==> config.mk <==
export PLATFORM = sky130hd
export DESIGN_NAME = cfgi2c_slave
export DESIGN_NICKNAME = d
export VERILOG_FILES = /design/src/rtl/cfgi2c_pkg.sv /design/src/rtl/cfgi2c_line_sync.sv /design/src/rtl/cfgi2c_bus_fsm.sv /design/src/rtl/cfgi2c_regfile.sv /design/src/rtl/cfgi2c_slave.sv
export SDC_FILE = /design/constraint.sdc
export NUM_CORES = 1
export LEC_CHECK = 0
export BUFFER_PORTS_ARGS = -buffer_cell sky130_fd_sc_hd__buf_2
export CAP_MARGIN = 20
export CORE_MARGIN = 2
export CORE_UTILIZATION = 50
export CTS_CLUSTER_SIZE = 40
export DETAILED_ROUTE_END_ITERATION = 8
export PLACE_DENSITY = 0.71
export SYNTH_ARGS = -nofsm -noshare
export SYNTH_HDL_FRONTEND = slang
export SYNTH_SLANG_ARGS = --single-unit
==> constraint.sdc <==
create_clock -name clk -period 8 [get_ports clk]
set_input_delay 0 -clock clk [delete_from_list [all_inputs] [get_ports clk]]
set_output_delay 0 -clock clk [all_outputs]
set_load 0.01 [all_outputs]
==> src/rtl/cfgi2c_pkg.sv <==
package cfgi2c_pkg;

  typedef enum logic [2:0] {
    ST_IDLE,
    ST_ADDR,
    ST_RX,
    ST_ACK_OUT,
    ST_TX,
    ST_ACK_IN,
    ST_ACK_WAIT
  } bus_state_t;

  function automatic logic [7:0] sat_inc(input logic [7:0] v);
    return (v == 8'hFF) ? v : v + 8'd1;
  endfunction

endpackage

==> src/rtl/cfgi2c_line_sync.sv <==
module cfgi2c_line_sync #(
  parameter int STAGES = 2
) (
  input  logic clk,
  input  logic rst_n,
  input  logic scl_i,
  input  logic sda_i,
  output logic scl_s,
  output logic sda_s,
  output logic scl_rise,
  output logic scl_fall,
  output logic start_det,
  output logic stop_det
);
  logic [STAGES-1:0] scl_ff, sda_ff;
  logic scl_q, sda_q;

  always_ff @(posedge clk or negedge rst_n) begin
    if (!rst_n) begin
      scl_ff <= '1;
      sda_ff <= '1;
      scl_q  <= 1'b1;
      sda_q  <= 1'b1;
    end else begin
      scl_ff <= {scl_ff[STAGES-2:0], scl_i};
      sda_ff <= {sda_ff[STAGES-2:0], sda_i};
      scl_q  <= scl_ff[STAGES-1];
      sda_q  <= sda_ff[STAGES-1];
    end
  end

  assign scl_s     = scl_ff[STAGES-1];
  assign sda_s     = sda_ff[STAGES-1];
  assign scl_rise  = scl_s & ~scl_q;
  assign scl_fall  = ~scl_s & scl_q;
  assign start_det = scl_s & scl_q & sda_q & ~sda_s;
  assign stop_det  = scl_s & scl_q & ~sda_q & sda_s;
endmodule

==> src/rtl/cfgi2c_bus_fsm.sv <==
module cfgi2c_bus_fsm
  import cfgi2c_pkg::*;
#(
  parameter logic [6:0] DEV_ADDR = 7'h69
) (
  input  logic       clk,
  input  logic       rst_n,
  input  logic       scl_s,
  input  logic       sda_s,
  input  logic       scl_rise,
  input  logic       scl_fall,
  input  logic       start_det,
  input  logic       stop_det,
  input  logic [7:0] rd_byte,
  output logic       wr_valid,
  output logic [7:0] wr_pos,
  output logic [7:0] wr_data,
  output logic [7:0] rd_pos,
  output logic       sda_oe
);
  bus_state_t state;
  logic [3:0] bitcnt;
  logic [7:0] shreg, txreg, byte_no;
  logic       rw;

  always_ff @(posedge clk or negedge rst_n) begin
    if (!rst_n) begin
      state    <= ST_IDLE;
      bitcnt   <= '0;
      shreg    <= '0;
      txreg    <= '0;
      byte_no  <= '0;
      rw       <= 1'b0;
      wr_valid <= 1'b0;
      wr_pos   <= '0;
      wr_data  <= '0;
      rd_pos   <= '0;
      sda_oe   <= 1'b0;
    end else begin
      wr_valid <= 1'b0;
      if (start_det) begin
        state   <= ST_ADDR;
        bitcnt  <= '0;
        byte_no <= '0;
        rd_pos  <= '0;
        sda_oe  <= 1'b0;
      end else if (stop_det) begin
        state  <= ST_IDLE;
        sda_oe <= 1'b0;
      end else begin
        unique case (state)
          ST_ADDR, ST_RX: begin
            if (scl_rise) begin
              shreg  <= {shreg[6:0], sda_s};
              bitcnt <= bitcnt + 4'd1;
            end else if (scl_fall && bitcnt == 4'd8) begin
              bitcnt <= '0;
              if (state == ST_ADDR) begin
                if (shreg[7:1] == DEV_ADDR) begin
                  rw     <= shreg[0];
                  sda_oe <= 1'b1;
                  state  <= ST_ACK_OUT;
                end else begin
                  state <= ST_IDLE;
                end
              end else begin
                wr_valid <= 1'b1;
                wr_pos   <= byte_no;
                wr_data  <= shreg;
                byte_no  <= sat_inc(byte_no);
                sda_oe   <= 1'b1;
                state    <= ST_ACK_OUT;
              end
            end
          end
          ST_ACK_OUT: begin
            if (scl_fall) begin
              if (rw) begin
                sda_oe <= ~rd_byte[7];
                txreg  <= {rd_byte[6:0], 1'b0};
                bitcnt <= 4'd1;
                rd_pos <= sat_inc(rd_pos);
                state  <= ST_TX;
              end else begin
                sda_oe <= 1'b0;
                state  <= ST_RX;
              end
            end
          end
          ST_TX: begin
            if (scl_fall) begin
              if (bitcnt == 4'd8) begin
                sda_oe <= 1'b0;
                bitcnt <= '0;
                state  <= ST_ACK_IN;
              end else begin
                sda_oe <= ~txreg[7];
                txreg  <= {txreg[6:0], 1'b0};
                bitcnt <= bitcnt + 4'd1;
              end
            end
          end
          ST_ACK_IN: begin
            if (scl_rise) state <= sda_s ? ST_IDLE : ST_ACK_WAIT;
          end
          ST_ACK_WAIT: begin
            if (scl_fall) begin
              sda_oe <= ~rd_byte[7];
              txreg  <= {rd_byte[6:0], 1'b0};
              bitcnt <= 4'd1;
              rd_pos <= sat_inc(rd_pos);
              state  <= ST_TX;
            end
          end
          default: state <= ST_IDLE;
        endcase
      end
    end
  end

  assert_stop_to_idle_R10: assert property (@(posedge clk) disable iff (!rst_n)
    stop_det && !start_det |=> (state == ST_IDLE) && !sda_oe);

  assert_start_to_addr_R10: assert property (@(posedge clk) disable iff (!rst_n)
    start_det |=> state == ST_ADDR);

  // SDA drive moves only with SCL low unless a start or stop released it
  assert_sda_moves_scl_low_R9: assert property (@(posedge clk) disable iff (!rst_n)
    (!$stable(sda_oe) && !$past(start_det || stop_det)) |-> !$past(scl_s));
endmodule

==> src/rtl/cfgi2c_regfile.sv <==
module cfgi2c_regfile #(
  parameter int         NUM_REGS  = 21,
  parameter int         HDR_BYTES = 2,
  parameter int         ID_IDX    = 7,
  parameter int         LIM_IDX   = 8,
  parameter logic [7:0] LIM_RST   = 8'h08,
  parameter logic [3:0] VENDOR    = 4'b1001,
  parameter logic [3:0] REVISION  = 4'h3,
  parameter int         SET_FIRST = 11,
  parameter int         NUM_SETS  = 2
) (
  input  logic                  clk,
  input  logic                  rst_n,
  input  logic                  xfer_end,
  input  logic                  wr_valid,
  input  logic [7:0]            wr_pos,
  input  logic [7:0]            wr_data,
  input  logic [7:0]            rd_pos,
  output logic [7:0]            rd_byte,
  output logic [NUM_REGS*8-1:0] cfg_o
);
  localparam int         IW      = $clog2(NUM_REGS);
  localparam logic [7:0] ID_BYTE = {VENDOR, REVISION};

  logic [7:0] regs   [NUM_REGS];
  logic [7:0] view   [NUM_REGS];
  logic [7:0] shadow [NUM_SETS];
  logic [NUM_SETS-1:0] pend, hit_lo, hit_hi;
  logic [7:0] idx, rk;
  logic       in_range;

  assign idx      = wr_pos - 8'(HDR_BYTES);
  assign in_range = wr_valid && (wr_pos >= 8'(HDR_BYTES)) && (idx < 8'(NUM_REGS));

  always_comb begin
    for (int s = 0; s < NUM_SETS; s++) begin
      hit_lo[s] = (idx == 8'(SET_FIRST + 2*s));
      hit_hi[s] = (idx == 8'(SET_FIRST + 2*s + 1));
    end
  end

  always_ff @(posedge clk or negedge rst_n) begin
    if (!rst_n) begin
      for (int i = 0; i < NUM_REGS; i++) regs[i] <= (i == LIM_IDX) ? LIM_RST : 8'h00;
      for (int s = 0; s < NUM_SETS; s++) shadow[s] <= 8'h00;
      pend <= '0;
    end else begin
      if (xfer_end) pend <= '0;
      if (in_range) begin
        for (int s = 0; s < NUM_SETS; s++) begin
          if (hit_lo[s]) begin
            shadow[s] <= wr_data;
            pend[s]   <= 1'b1;
          end
          if (hit_hi[s]) begin
            if (pend[s]) begin
              regs[SET_FIRST + 2*s]     <= shadow[s];
              regs[SET_FIRST + 2*s + 1] <= wr_data;
            end
            pend[s] <= 1'b0;
          end
        end
        if (!(|hit_lo) && !(|hit_hi) && idx != 8'(ID_IDX) &&
            !(idx == 8'(LIM_IDX) && wr_data == 8'h00))
          regs[idx[IW-1:0]] <= wr_data;
      end
    end
  end

  for (genvar i = 0; i < NUM_REGS; i++) begin : g_view
    assign view[i]        = (i == ID_IDX) ? ID_BYTE : regs[i];
    assign cfg_o[i*8 +: 8] = view[i];
  end

  assign rk = rd_pos - 8'd1;
  always_comb begin
    if (rd_pos == 8'd0)                                rd_byte = regs[LIM_IDX];
    else if (rk <= regs[LIM_IDX] && rk < 8'(NUM_REGS)) rd_byte = view[rk[IW-1:0]];
    else                                               rd_byte = 8'hFF;
  end

  assert_limit_nonzero_R5: assert property (@(posedge clk) disable iff (!rst_n)
    regs[LIM_IDX] != 8'h00);

  for (genvar s = 0; s < NUM_SETS; s++) begin : g_set_chk
    assert_pair_atomic_R6: assert property (@(posedge clk) disable iff (!rst_n)
      !$stable(regs[SET_FIRST + 2*s]) |->
        $past(in_range && idx == 8'(SET_FIRST + 2*s + 1) && pend[s]));
  end
endmodule

==> src/rtl/cfgi2c_slave.sv <==
module cfgi2c_slave #(
  parameter int         NUM_REGS  = 21,
  parameter logic [6:0] DEV_ADDR  = 7'h69,
  parameter logic [3:0] REVISION  = 4'h3,
  parameter int         SET_FIRST = 11,
  parameter int         NUM_SETS  = 2
) (
  input  logic                  clk,
  input  logic                  rst_n,
  input  logic                  scl_i,
  input  logic                  sda_i,
  output logic                  sda_oe_o,
  output logic [NUM_REGS*8-1:0] cfg_o
);
  logic scl_s, sda_s, scl_rise, scl_fall, start_det, stop_det;
  logic wr_valid;
  logic [7:0] wr_pos, wr_data, rd_pos, rd_byte;

  cfgi2c_line_sync #(.STAGES(2)) u_sync (
    .clk(clk), .rst_n(rst_n), .scl_i(scl_i), .sda_i(sda_i),
    .scl_s(scl_s), .sda_s(sda_s), .scl_rise(scl_rise), .scl_fall(scl_fall),
    .start_det(start_det), .stop_det(stop_det));

  cfgi2c_bus_fsm #(.DEV_ADDR(DEV_ADDR)) u_fsm (
    .clk(clk), .rst_n(rst_n), .scl_s(scl_s), .sda_s(sda_s),
    .scl_rise(scl_rise), .scl_fall(scl_fall), .start_det(start_det),
    .stop_det(stop_det), .rd_byte(rd_byte), .wr_valid(wr_valid),
    .wr_pos(wr_pos), .wr_data(wr_data), .rd_pos(rd_pos), .sda_oe(sda_oe_o));

  cfgi2c_regfile #(
    .NUM_REGS(NUM_REGS), .REVISION(REVISION),
    .SET_FIRST(SET_FIRST), .NUM_SETS(NUM_SETS)
  ) u_regs (
    .clk(clk), .rst_n(rst_n), .xfer_end(start_det | stop_det),
    .wr_valid(wr_valid), .wr_pos(wr_pos), .wr_data(wr_data),
    .rd_pos(rd_pos), .rd_byte(rd_byte), .cfg_o(cfg_o));
endmodule

Word-level counts from Yosys, hierarchy flattened. Cells that the tools add are included.

Bits in registers: 250. Input port bits: 4. Output and inout port bits: 169. Logic and storage cells: 227.

Add/sub/neg operators: 5. $lt $le $gt $ge: 7. Equality and inequality tests: 38. Mux-type cells: 83. Bitwise logic cells: 20. Reduce and logical (&&, ||, !) cells: 35.

Operators with widths (number): $mux W8 (23); $bwmux W168 (1); $mux W16 (6); $mux W80 (1); $bmux W8 S5 (1); $demux W8 S5 (1); $eq A8 B4 Y1 const B (5); $mux W4 (9); $mux W3 (11); $reduce_and A7 Y1 (4); $ne A4 B3 Y1 const B (6); $pmux W8 S3 (1); $mux W1 (21); $add A8 B1 Y8 const B (2); $eq A8 B8 Y1 const B (2); $logic_not A8 Y1 (2); $lt A8 B5 Y1 const B (2); $pmux W4 S4 (1); $pmux W8 S2 (1); $pmux W3 S5 (1); $ge A6 B6 Y1 const B (2); $ne A3 B2 Y1 const B (4); $not A5 Y6 (2); $reduce_and A6 Y1 (2); 32 further kinds (77).

Logic depth before layout (Yosys ltp).
Word-level depth: 13. Gate-level depth with buffers: 16. Depth with buffers taken out: 12.

Hierarchy. Synthesis repeated with hierarchy kept, for this count alone.

Cells, all modules: 1018. Area total of the unflattened synthesis: 12359.4 µm².

Modules (own cells, without submodules): cfgi2c_regfile (times used 1, cells an instance 725, area an instance 9062.4 µm², sequential area each 4455.5 µm²); cfgi2c_bus_fsm (times used 1, cells an instance 282, area an instance 3100.5 µm², sequential area each 1426.4 µm²); cfgi2c_line_sync (times used 1, cells an instance 10, area an instance 190.2 µm², sequential area each 157.7 µm²); cfgi2c_slave (times used 1, cells an instance 1, area an instance 6.3 µm², sequential area each 0.0 µm²).

Worst setup path after synthesis. Ideal clock, no wire load.

Path kind: reg2reg. Start point: reg u_fsm.rd_pos[0]. End point: reg u_fsm.txreg[3]. Library setup time: 0.128 ns. Data arrival time: 3.545 ns. Data required time: 7.872 ns. Path slack: 4.327 ns. Stages on the path, launching flop included: 16. Buffers on the path: 5. Clock period less this slack: 3.673 ns. Cell sequence: dfrtp_1 -> clkbuf_1 -> inv_1 -> clkbuf_1 -> ha_1 -> clkbuf_1 -> clkbuf_1 -> clkbuf_1 -> inv_1 -> ha_1 -> nor2b_1 -> o211ai_1 -> a21o_1 -> nand4b_1 -> nor4_1 -> o21ai_0.

Longest elaborated chain between the ends: 10. Elaborated cells between the ends (all ways): 15. Those cells by class: 1 x add/sub; 2 x order compare; 9 x mux; 1 x bitwise; 2 x reduce/logical.

Ends and longest elaborated chain: from (decl) (line cfgi2c_bus_fsm.sv:18) `output logic [7:0] rd_pos,`; from (signal assigned) (line cfgi2c_bus_fsm.sv:82) `rd_pos <= sat_inc(rd_pos);`; from (signal assigned) (line cfgi2c_bus_fsm.sv:111) `rd_pos <= sat_inc(rd_pos);`; $sub A8 B1 Y8 (line cfgi2c_regfile.sv:75) `assign rk = rd_pos - 8'd1;`; $not A5 Y6 (implied by the code) (line cfgi2c_regfile.sv:78) `else if (rk <= regs[LIM_IDX] && rk < 8'(NUM_REGS)) rd_byte = view[rk[IW-1:0]];`; $bmux W8 S5 (line cfgi2c_regfile.sv:78); $mux W8 (implied by the code) (2 in a row) (line cfgi2c_regfile.sv:78); $mux W8 (line cfgi2c_regfile.sv:78); $mux W8 * (line cfgi2c_regfile.sv:77) `if (rd_pos == 8'd0) rd_byte = regs[LIM_IDX];`; $mux W8 (line cfgi2c_bus_fsm.sv:78) `if (rw) begin`; $mux W8 (line cfgi2c_bus_fsm.sv:77) `if (scl_fall) begin`; $pmux W8 S3 * (line cfgi2c_bus_fsm.sv:51) `unique case (state)`; to (signal assigned) (line cfgi2c_bus_fsm.sv:80) `txreg <= {rd_byte[6:0], 1'b0};`; to (signal assigned) (line cfgi2c_bus_fsm.sv:98) `txreg <= {txreg[6:0], 1'b0};`; to (signal assigned) (line cfgi2c_bus_fsm.sv:109) `txreg <= {rd_byte[6:0], 1'b0};`; to (decl) (line cfgi2c_bus_fsm.sv:23) `logic [7:0] shreg, txreg, byte_no;`.

Mark *: on every way between the ends. The rest lies on a longest branch, timed or not. The select of a mux whose other input is x is not followed. A chain may end at the register's enable or synchronous reset.

Final worst setup path.
Start point: reg u_fsm.rd_pos[0]. End point: reg u_fsm.txreg[7].

The elaborated chain is that of the path after synthesis.

==> metrics.md <==
| Metric | Value |
|---|---|
| Post-detailed-placement half-perimeter wirelength | between 20000 and 25000 um |
| Total congestion overflow | 0 |
| Gate count after technology mapping | 990 |
| Setup repair after global routing missed its margin | no |
| Avg Vias per Cell | about 6.1 |
| Detail Route Antenna Nets | 0 |
| Largest stage delay on the critical path | around 0.84 ns |
| Final worst clock skew | approximately 0.012 ns |
| Row count | between 50 and 60 |
| Total wire length | between 30000 and 40000 um |
| Maximum buffer depth of the clock tree | 3 |
| Crit. End Element | flip-flop |
| PwrDens | between 150 and 200 nW/um2 |
| Leakage power | 0.007053 uW |
| Number of slew-limit violations in the final report | 0 |
| Per-cell routed wire length | between 20 and 25 um |
| Synthesized cell area | ~12000 um2 |
| Area growth from synthesis to layout | 16.07% |
| Total of warnings raised by yosys | 0 |
| CTS clock-pin slew for the worst setup and hold paths | about 0.070 ns |
| Worst-case headroom to the max-slew limit | 26.86% |
| FFs w/ async S/R, synth | 100.0% |
| Library cell used as clock root buffer | clkbuf_16 |
| Die Ht | between 150 and 200 um |
| Unique cell type count in the Yosys netlist | 77 |
| Hold WC Path Type | input pin to async pin |
| First-pass GRT wire length | approximately 55000 um |
| Overall die area | 25730 um2 |
| Period Utilization, post-route | 53.80% |
| Sum of negative setup slack | 0 ns |
| Cell-by-cell trace of the critical path | inv_1 > ha_2 > xnor2_2 > inv_1 > ha_1 > nand4_1 > o21ai_0 > nand4b_1 > nor4_1 > o21ai_0 |
| Buffering stage count on the worst path with inverters included | 2 |
| Number of global-route vias before repair | about 9000 |
| Total placed cells including tap cells | 1422 |
| Status | finished, final reports clean |
| Sinks on the clock net | about 240 |
| Count of endpoints failing setup in the final report | 0 |
| Initial antenna violation count | 0 |
| Data arrival time at the worst-slack endpoint | 4.69 ns |
| Pin count of the biggest net entering global routing | about 110 |
| Io pins | around 170 |
| Critical path's top delay family | simple AND/OR/NAND/NOR gates |
| WP data required | roughly 8.4 ns |
| Max-cap violation count | 0 |
| Placeable core region | roughly 24000 um2 |
| Hold Worst Slack | roughly 0.10 ns |
| Hold Vio Cnt, Final | 0 |
| Post-route minimum period | 4.304 ns |
| Count of H-tree levels built during CTS | 1 |
| Number of vias in the routed layout | roughly 8900 |
| Die Span X | 160.4 um |
| Slowest cell on crit path | xnor2_2 |
| Largest fanout of any net on the critical path | 23 |
| Number of synthesized flops with an enable pin | 0 |
| Average cell area after synthesis | ~12 um2 |
| Post-detailed-route DRC marker count | 0 |
| Clock buffer count from CTS | 26 |
| Worst-Margin Slew | roughly 1.1 ns |
| Ratio of cells with drive above 1 in the final layout | around 43% |
| Flip-flop and latch count after synthesis | between 200 and 250 |
| Total inserted antenna cells | 0 |
| Final nets | 1150 |
| Most frequent standard cell in the layout excluding fill and tap cells | dfrtp_1 |
| Number of filler instances in the final layout | around 2000 |
| Portion of the post-synthesis area used by sequential elements | between 40% and 50% |
| Top_reg_cell synth | dfrtp_1 |
| Insertion delay to the later sink of the worst-skew pair | about 0.53 ns |
| Achievable clock frequency | ~230 MHz |
| Iteration-0 DRC Markers | just under 600 |
| TritonCTS clock tree | done |
| Number of I/O port buffers | around 160 |
| Type of the setup path with the least slack | flip-flop to flip-flop |
| Most frequent cells in the layout | 233 x dfrtp_1, 195 x mux2_2, 164 x buf_2, 52 x nor2_1, 48 x nand2_1 |
| Combined global-route utilization of all metal layers | a little over a quarter |
| Final instance count without filler cells | 1473 |
| Startpoint class of the critical path | flip-flop |
| Gp weighted congestion | a little over 0.9 |
| Worst IR drop on VDD | roughly 140 uV |
| Number of iterations in the first detailed-routing pass | 5 |
| Initial cell density of the core | between 50% and 60% |
## power breakdown
part / switching [uW] / total (uW) / internal (uW)
Sequential: 56.1 / 1310 / 1250
Clock: 496 / 1260 / 766
Combinational: 98.1 / 172 / 73.5
Total: 650 / 2740 / 2090
## synth_stat cells (4+ instances only)
master	number	area, um2
dfrtp_1	234	5856
mux2_2	195	2196
nor2_1	52	195.2
clkbuf_1	50	187.7
nand2_1	48	180.2
o21ai_0	36	180.2
mux4_2	31	698.2
a21oi_1	23	115.1
nand3_1	23	115.1
inv_1	22	82.58
nor3_1	18	90.09
ha_1	16	200.2
xor2_1	13	113.9
and3_1	12	75.07
xnor2_1	12	105.1
mux2i_1	10	100.1
nand2b_1	9	56.30
nand4_1	9	56.30
buf_2	8	40.04
buf_4	8	60.06
mux2_4	8	120.1
dfstp_2	7	183.9
a21o_1	6	45.04
a221oi_1	6	52.55
nor2b_1	6	37.54
nor4_1	6	37.54
o211ai_1	6	45.04
or4_1	6	45.04
nor3b_1	5	37.54
or2_2	5	31.28
a211oi_1	4	30.03
a22oi_1	4	30.03
a311oi_1	4	35.03
a31oi_1	4	25.02
and2_1	4	25.02
nand3b_1	4	30.03
nand4b_1	4	35.03
nor3_2	4	40.04
o31ai_1	4	30.03
o32ai_1	4	35.03
## area by class of cell
cell class / instances / area (um2) / share of cell area, %
sequential: 241 / 6041 / 42.55
multi-input combinational: 660 / 5812 / 40.94
timing repair buffer: 177 / 940.9 / 6.628
clock buffer: 36 / 769.5 / 5.420
tap: 324 / 405.4 / 2.856
clock inverter: 11 / 137.6 / 0.9695
inverter: 24 / 90.09 / 0.6346
## flip-flops by register name, indices dropped and copies added (netlist names), 3 cells and up
signal / count
u_fsm.txreg: 7
u_fsm.wr_data: 8
u_fsm.byte_no: 8
u_regs.cfg_o: 160
u_fsm.shreg: 8
u_fsm.state: 3
u_regs.shadow: 16
u_fsm.wr_pos: 8
u_fsm.rd_pos: 8
u_fsm.bitcnt: 4
## worst reg2reg max path: stages, from the launching register on
cell	delay [ns]
dfrtp_2	0.35
inv_1	0.20
ha_2	0.33
xnor2_2	0.85
inv_1	0.66
ha_1	0.49
nand4_1	0.11
o21ai_0	0.26
nand4b_1	0.34
nor4_1	0.41
o21ai_0	0.15
## logic make-up (layout without fill, tap and decap cells)
family                     Yosys count  after routing  share of synthesized area, %
muxes                              247            247                         25.74
buffers and inverters               95            248                         3.366
AOI/OAI and AO/OA                  126            126                         7.151
xor gates and xnor gates            25             25                         1.790
and+or+nand+nor                    238            238                         10.87
DFF                                241            241                         49.38
other                                2              8                       0.06140
adders and majority gates           16             16                         1.637
## routing by layer
layer,wire [um],vias up,track usage [%]
met4,1085,0,8.886
met2,15860,378,41.54
met5,0,-,0.7576
met1,15300,4586,39.53
li1,-,3904,-
met3,2909,54,6.250
## timing repair
item                      in CTS  in global routing
hold buffers                   3                  0
gates resized for setup        0                  0
buffers inserted               0                  0
hold endpoints to repair     106                  0
## path summary, 6_finish.rpt
kind / depth (start not counted) / to / start / slack, ns
max: 10 / u_fsm.txreg[7] / u_fsm.rd_pos[0] / 3.70
max reg2reg: 10 / u_fsm.txreg[7] / u_fsm.rd_pos[0] / 3.70
min in group clk: 2 / u_sync.sda_ff[0] / sda_i / 0.12
min reg2reg: 0 / u_sync.sda_ff[1] / u_sync.sda_ff[0] / 0.36
max in group asynchronous: 3 / u_regs.cfg_o[110] / rst_n / 6.43
min: 2 / u_fsm.wr_data[7] / rst_n / 0.10
## per-stage QoR
stage               utilization, %  instance area [um2]  power (uW)  setup slack, ns
finish                       58.72                14200        2741            3.696
global route                 58.72                14200        2842            3.331
CTS                          58.66                14180        2756            3.816
detailed placement           54.78                13240        1496            3.920
global placement             54.76                13240        1491            4.021
floorplan                        -                12250        1437            4.327
(Power assumes the default switching activity.)
